===== config.mk =====
export PLATFORM = sky130hd
export DESIGN_NAME = pmc_counter_slice
export DESIGN_NICKNAME = d
export VERILOG_FILES = /design/src/rtl/pmc_pkg.sv /design/src/rtl/pmc_pkt_filter.sv /design/src/rtl/pmc_event_mux.sv /design/src/rtl/pmc_thresh_edge.sv /design/src/rtl/pmc_counter_slice.sv
export SDC_FILE = /design/constraint.sdc
export NUM_CORES = 1
export LEC_CHECK = 0
export CAP_MARGIN = 10
export CORE_ASPECT_RATIO = 0.9
export CORE_MARGIN = 8
export CORE_UTILIZATION = 30
export CTS_BUF_LIST = sky130_fd_sc_hd__clkbuf_8
export DETAILED_ROUTE_END_ITERATION = 8
export SYNTH_ARGS = -nofsm -noshare
export SYNTH_HDL_FRONTEND = slang
export SYNTH_SLANG_ARGS = --single-unit

===== constraint.sdc =====
create_clock -name clk -period 5.7 [get_ports clk]
set_clock_uncertainty 0.15 [all_clocks]
set_input_delay 0.57 -clock clk [delete_from_list [all_inputs] [get_ports clk]]
set_output_delay 0.57 -clock clk [all_outputs]
set_load 0.02 [all_outputs]

===== src/rtl/pmc_pkg.sv =====
package pmc_pkg;

    localparam int BUS_W   = 64;
    localparam int LANE_W  = 8;
    localparam int RADDR_W = 2;

    localparam int OPC_W   = 4;
    localparam int CLS_W   = 4;
    localparam int RESP_W  = 2;
    localparam int NID_W   = 6;
    localparam int PADDR_W = 48;
    localparam int PKT_W   = OPC_W + CLS_W + RESP_W + NID_W + PADDR_W;

    localparam int SEL_LSB   = 0;
    localparam int UMASK_LSB = 8;
    localparam int CLR_BIT   = 17;
    localparam int EDGE_BIT  = 18;
    localparam int EN_BIT    = 22;
    localparam int THR_LSB   = 24;

    localparam logic [7:0] PKT_CODE = 8'h38;

    typedef enum logic [RADDR_W-1:0] {
        REG_CTL   = 2'd0,
        REG_CNT   = 2'd1,
        REG_MATCH = 2'd2,
        REG_MASK  = 2'd3
    } reg_sel_e;

    typedef struct packed {
        logic [LANE_W-1:0] sel;
        logic [LANE_W-1:0] umask;
        logic              edge_mode;
        logic              count_en;
        logic [LANE_W-1:0] thresh;
    } ctl_t;

    function automatic logic [BUS_W-1:0] ctl_to_word(input ctl_t c);
        logic [BUS_W-1:0] w;
        w = '0;
        w[SEL_LSB   +: LANE_W] = c.sel;
        w[UMASK_LSB +: LANE_W] = c.umask;
        w[EDGE_BIT]            = c.edge_mode;
        w[EN_BIT]              = c.count_en;
        w[THR_LSB   +: LANE_W] = c.thresh;
        return w;
    endfunction

    function automatic ctl_t word_to_ctl(input logic [BUS_W-1:0] w);
        ctl_t c;
        c.sel       = w[SEL_LSB   +: LANE_W];
        c.umask     = w[UMASK_LSB +: LANE_W];
        c.edge_mode = w[EDGE_BIT];
        c.count_en  = w[EN_BIT];
        c.thresh    = w[THR_LSB   +: LANE_W];
        return c;
    endfunction

endpackage


===== src/rtl/pmc_pkt_filter.sv =====
module pmc_pkt_filter
    import pmc_pkg::*;
(
    input  logic               valid,
    input  logic [OPC_W-1:0]   opcode,
    input  logic [CLS_W-1:0]   msg_class,
    input  logic [RESP_W-1:0]  resp,
    input  logic [NID_W-1:0]   nid,
    input  logic [PADDR_W-1:0] paddr,
    input  logic [PKT_W-1:0]   match_val,
    input  logic [PKT_W-1:0]   mask_val,
    output logic               hit
);
    logic [PKT_W-1:0] pkt_word;
    logic [PKT_W-1:0] diff;

    always_comb begin
        pkt_word = {opcode, msg_class, resp, nid, paddr};
        diff     = (pkt_word ^ match_val) & mask_val;
        hit      = valid && (diff == '0);
    end
endmodule


===== src/rtl/pmc_event_mux.sv =====
module pmc_event_mux
    import pmc_pkg::*;
#(
    parameter int NUM_EV = 4
) (
    input  logic [NUM_EV*LANE_W-1:0] ev_inc,
    input  logic                     pkt_hit,
    input  logic [LANE_W-1:0]        sel,
    input  logic [LANE_W-1:0]        umask,
    output logic [LANE_W-1:0]        inc
);
    logic [NUM_EV-1:0][LANE_W-1:0] lane;
    logic [LANE_W-1:0]             raw;

    for (genvar g = 0; g < NUM_EV; g++) begin : g_lane
        assign lane[g] = ev_inc[g*LANE_W +: LANE_W];
    end

    always_comb begin
        raw = '0;
        if (sel == PKT_CODE) begin
            raw = {{(LANE_W-1){1'b0}}, pkt_hit};
        end else begin
            for (int i = 0; i < NUM_EV; i++) begin
                if (sel == LANE_W'(i)) raw = lane[i];
            end
        end
        inc = raw & umask;
    end
endmodule


===== src/rtl/pmc_thresh_edge.sv =====
module pmc_thresh_edge
    import pmc_pkg::*;
(
    input  logic [LANE_W-1:0] inc,
    input  logic [LANE_W-1:0] thresh,
    input  logic              edge_mode,
    input  logic              prev_cond,
    output logic              cond,
    output logic [LANE_W-1:0] add
);
    logic thr_zero;

    always_comb begin
        thr_zero = (thresh == '0);
        cond     = thr_zero ? (inc != '0) : (inc >= thresh);
        if (edge_mode)
            add = {{(LANE_W-1){1'b0}}, cond & ~prev_cond};
        else if (thr_zero)
            add = inc;
        else
            add = {{(LANE_W-1){1'b0}}, cond};
    end
endmodule


===== src/rtl/pmc_counter_slice.sv =====
module pmc_counter_slice
    import pmc_pkg::*;
#(
    parameter int NUM_EV = 4,
    parameter int CNT_W  = 48
) (
    input  logic                     clk,
    input  logic                     rst_n,
    input  logic                     wr_en,
    input  logic [RADDR_W-1:0]       addr,
    input  logic [BUS_W-1:0]         wdata,
    output logic [BUS_W-1:0]         rd_data,
    input  logic [NUM_EV*LANE_W-1:0] ev_inc,
    input  logic                     pkt_valid,
    input  logic [OPC_W-1:0]         pkt_opcode,
    input  logic [CLS_W-1:0]         pkt_class,
    input  logic [RESP_W-1:0]        pkt_resp,
    input  logic [NID_W-1:0]         pkt_nid,
    input  logic [PADDR_W-1:0]       pkt_addr
);
    typedef struct packed {
        ctl_t              ctl;
        logic [LANE_W-1:0] inc;
        logic              prev;
        logic [CNT_W-1:0]  cnt;
        logic [PKT_W-1:0]  match_val;
        logic [PKT_W-1:0]  mask_val;
    } state_t;

    state_t s_d, s_q;

    logic              pkt_hit;
    logic [LANE_W-1:0] inc_sel;
    logic              cond;
    logic [LANE_W-1:0] add;
    logic [CNT_W-1:0]  cnt_now;
    logic              en_now;
    logic              edge_now;

    pmc_pkt_filter u_filter (
        .valid     (pkt_valid),
        .opcode    (pkt_opcode),
        .msg_class (pkt_class),
        .resp      (pkt_resp),
        .nid       (pkt_nid),
        .paddr     (pkt_addr),
        .match_val (s_q.match_val),
        .mask_val  (s_q.mask_val),
        .hit       (pkt_hit)
    );

    pmc_event_mux #(.NUM_EV(NUM_EV)) u_mux (
        .ev_inc  (ev_inc),
        .pkt_hit (pkt_hit),
        .sel     (s_q.ctl.sel),
        .umask   (s_q.ctl.umask),
        .inc     (inc_sel)
    );

    pmc_thresh_edge u_thr (
        .inc       (s_q.inc),
        .thresh    (s_q.ctl.thresh),
        .edge_mode (s_q.ctl.edge_mode),
        .prev_cond (s_q.prev),
        .cond      (cond),
        .add       (add)
    );

    always_comb begin
        s_d      = s_q;
        s_d.inc  = inc_sel;
        s_d.prev = cond;
        if (s_q.ctl.count_en)
            s_d.cnt = s_q.cnt + CNT_W'(add);
        if (wr_en) begin
            unique case (reg_sel_e'(addr))
                REG_CTL: begin
                    s_d.ctl = word_to_ctl(wdata);
                    if (wdata[CLR_BIT]) s_d.cnt = '0;
                end
                REG_CNT:   s_d.cnt       = wdata[CNT_W-1:0];
                REG_MATCH: s_d.match_val = wdata[PKT_W-1:0];
                REG_MASK:  s_d.mask_val  = wdata[PKT_W-1:0];
                default:   ;
            endcase
        end
    end

    always_ff @(posedge clk or negedge rst_n) begin
        if (!rst_n) s_q <= '0;
        else        s_q <= s_d;
    end

    always_comb begin
        unique case (reg_sel_e'(addr))
            REG_CTL:   rd_data = ctl_to_word(s_q.ctl);
            REG_CNT:   rd_data = BUS_W'(s_q.cnt);
            REG_MATCH: rd_data = BUS_W'(s_q.match_val);
            REG_MASK:  rd_data = BUS_W'(s_q.mask_val);
            default:   rd_data = '0;
        endcase
    end

    assign cnt_now  = s_q.cnt;
    assign en_now   = s_q.ctl.count_en;
    assign edge_now = s_q.ctl.edge_mode;

endmodule


==> metrics.yaml <==
final_layout:
  area_growth_pct: 30.5
  final_common_cell: "clkdlybuf4s50_1"
  nFillCells: 3851
  multi_input_area_mm2: 0.00631
  final_nets: 1401
  drive_gt1_share_pct: 22.4
  register_area_mm2: 0.00528
  final_cell_mix: "clkdlybuf4s50_1, dfrtp_1, mux2_2"
pwr:
  leakagePower_uw: 0.00640
  max-vdd-ir-drop_uv: 167
  clock_power_share_pct: 29.0
  intPower_uw: 3280
  p_sw_uw: 1590
  pwr-share-comb_pct: 28.1
  pwr-share-seq_pct: 42.8
  power.density_mw_per_mm2: 314
  sw_frac_of_total_pct: 32.6
route:
  wire_per_inst_um: 24.0
  drt_iter0_markers: 471
  finalWirelength_um: 42700
  postRouteAntennaNets: 0
  drc: 0
  vias: 9288
  drt-pass1-iter-count: 6
  via_per_inst: 5.22
clocking:
  cts_tree: "yes"
  cts_htree_levels: 2
  cts_inserted_buffers: 38
  postCtsSetupBuffers: 0
  cts.reportedPaths.clkPinSlew_ps: 60
  cts-hold-fix-buffers: 0
  clock_sinks: 211
  root_buffer: "clkbuf_8"
  cts_resized: 0
  cts_buffer_depth: 3
  clk_latency_ps: 530
setup_path:
  arrival_ps: 4020
  setup.worst_path.class: "reg -> reg"
  crit_path_end_kind: "flop"
  worstReg2RegEnd: "cnt_now[22]"
  reg2regPathDepth: 15
  crit_slowest_cell: "fa_1"
  path_cells: "inv_1 -> ha_1 -> a21o_1 -> a21o_1 -> a21oi_1 -> o211ai_1 -> and3_1 -> ha_1 -> fa_1 -> a21o_1 -> a21oi_1 -> o211ai_4 -> nand4_1 -> xor2_1 -> o21ai_0"
  cp_common_cell: "a21o_1"
  cp-start-kind: "flop"
  cp.buffers_inverters: 1
  critPathTopFamily: "compound AO/OA/AOI/OAI gates"
  ff2ff_setup_slack_ps: 1890
  r2r-start: "s_q[190]"
  cp_max_fo: 14
  critPathRequiredTime_ps: 5910
  cp_slowest_stage_delay_ps: 410
sta:
  fin_ws_ps: 1890
  fmax_ghz: 0.263
  fin_crit_ps: 3810
  fin_crit_sh_pct: 66.8
  holdWs_ps: 33.4
  rsz0062_at_grt: "no"
  setup_tns_ps: 0
  worstMarginPinSlew_ps: 1050
  relSlewSlack_pct: 30.2
  slew_viol_final: 0
  setup_viol: 0
  hold_violations: 0
synth:
  synth-edff-count: 0
  synthAdderAreaFrac_pct: 1.86
  syn_nets: 1177
  synth-simple-area-share_pct: 9.87
  synthCells: 994
  synth-xor-area-share_pct: 7.10
  async_flop_share_pct: 100
  synth.yosys.warnings: 0
  avgSynthCellArea_um2: 11.9
  synth_ff_type: "dfrtp_1"
  synth_mux_area_share_pct: 24.4
  synth_area_mm2: 0.0118
  synth_cell_type_count: 49
  synth_top_family_by_area: "multiplexers"
  synth_compound_gate_area_share_pct: 9.70
  ys_seq_elements: 211
  synth_seq_area_share_pct: 44.6
place:
  place_ws_ps: 1900
  gp_congestion: 0.874
  dp_hpwl_um: 31900
  portBuffers: 229
global_routing:
  grtUsageTotal_pct: 18.1
  overflow: 0
  grt_pass1_vias: 9934
  grt_max_degree: 110
  antenna_found_initial: 7
  grt_first_pass_wirelength_um: 63700
die:
  coreArea_mm2: 0.0392
  std_cell_rows: 69
  ios: 230
  die_area_mm2: 0.0461
  initial_core_util_pct: 30.2
  die_h_um: 205
  die_width_um: 225
run_status:
  status: "finished, final reports clean"
worst_hold_path:
  holdCritPathClass: "in -> async"
run:
  drv_cap: 0
[metrics by stage]
step / power (uW) / util (%) / std cells / area [um2]
after global placement: 3460 / 37.5 / 1710 / 14700
after floorplan: 2780 / - / 994 / 11800
final: 4860 / 39.4 / 1778 / 15500
after detailed placement: 3480 / 37.5 / 1710 / 14700
after global routing: 5110 / 39.4 / 1777 / 15500
after CTS: 4920 / 39.4 / 1775 / 15500
[Yosys cell counts (12+ instances only)]
cell | number | area [um2]
mux4_2 | 33 | 743
a22oi_1 | 20 | 150
nor2_1 | 15 | 56.3
dfrtp_1 | 211 | 5280
ha_1 | 16 | 200
mux2i_1 | 22 | 220
and3_1 | 17 | 106
nand3_1 | 27 | 135
nand4_1 | 26 | 163
clkbuf_1 | 37 | 139
o211ai_1 | 12 | 90.1
buf_1 | 12 | 45.0
o21ai_0 | 42 | 210
and2_1 | 13 | 81.3
nor2b_1 | 17 | 106
a22o_1 | 34 | 298
mux2_2 | 169 | 1900
nand2_1 | 59 | 221
xor2_1 | 85 | 744
inv_1 | 13 | 48.8
a21oi_1 | 12 | 60.1
or4_1 | 12 | 90.1
[how the worst max path moves through the flow]
stage | to | cells past startpoint | slack, ps | startpoint
4_1_cts | cnt_now[38] | 15 | 1890 | s_q[190]
3_3_place_gp | cnt_now[38] | 16 | 1970 | s_q[177]
6_report | cnt_now[22] | 15 | 1890 | s_q[190]
3_5_place_dp | cnt_now[38] | 16 | 1900 | s_q[177]
5_1_grt | cnt_now[28] | 11 | 1660 | s_q[189]
2_1_floorplan | cnt_now[22] | 17 | 2180 | s_q[177]
[metal layers]
layer | global-route usage [%] | vias up | part of all wire (%)
met5 | 0 | - | 0.11
met3 | 4.57 | 53 | 6.7
met2 | 28.6 | 314 | 46
met4 | 5.29 | 8 | 2.3
li1 | - | 4181 | -
met1 | 24.4 | 4732 | 45
[registers in the layout (all words and copies together), names as in the netlist]
name / flops
edge_now: 1
s_q: 161
en_now: 1
cnt_now: 48
[power groups by stage]
stage / Combinational [uW] / Clock, uW / Sequential, uW
finish: 1370 / 1410 / 2080
global route: 1470 / 1520 / 2120
CTS: 1390 / 1450 / 2080
detailed placement: 1380 / 0 / 2110
global placement: 1360 / 0 / 2090
floorplan: 822 / 0 / 1960
[cell type report]
type,instances,share of cell area [%]
antenna,3,0.0486
clock buffer,47,4.18
clock inverter,18,0.639
inverter,13,0.316
multi-input combinational,712,40.8
sequential,211,34.2
tap,532,4.31
timing repair buffer,242,15.5
[cell families after synthesis]
group | Yosys count
muxes | 225
and+or+nand+nor | 215
DFF | 211
AOI/OAI and AO/OA | 159
xor gates and xnor gates | 96
buffers and inverters | 71
adders and majority gates | 17
[worst reg2reg max path, delay by kind of cell, from the launching register on]
kind	cells	cell delay (ps)
AOI/OAI and AO/OA	8	1560
adders and majority gates	3	920
DFF	1	380
and+or+nand+nor	2	370
xor gates and xnor gates	1	180
buffers and inverters	1	90
No activity file was read; power rests on OpenSTA's default activity.
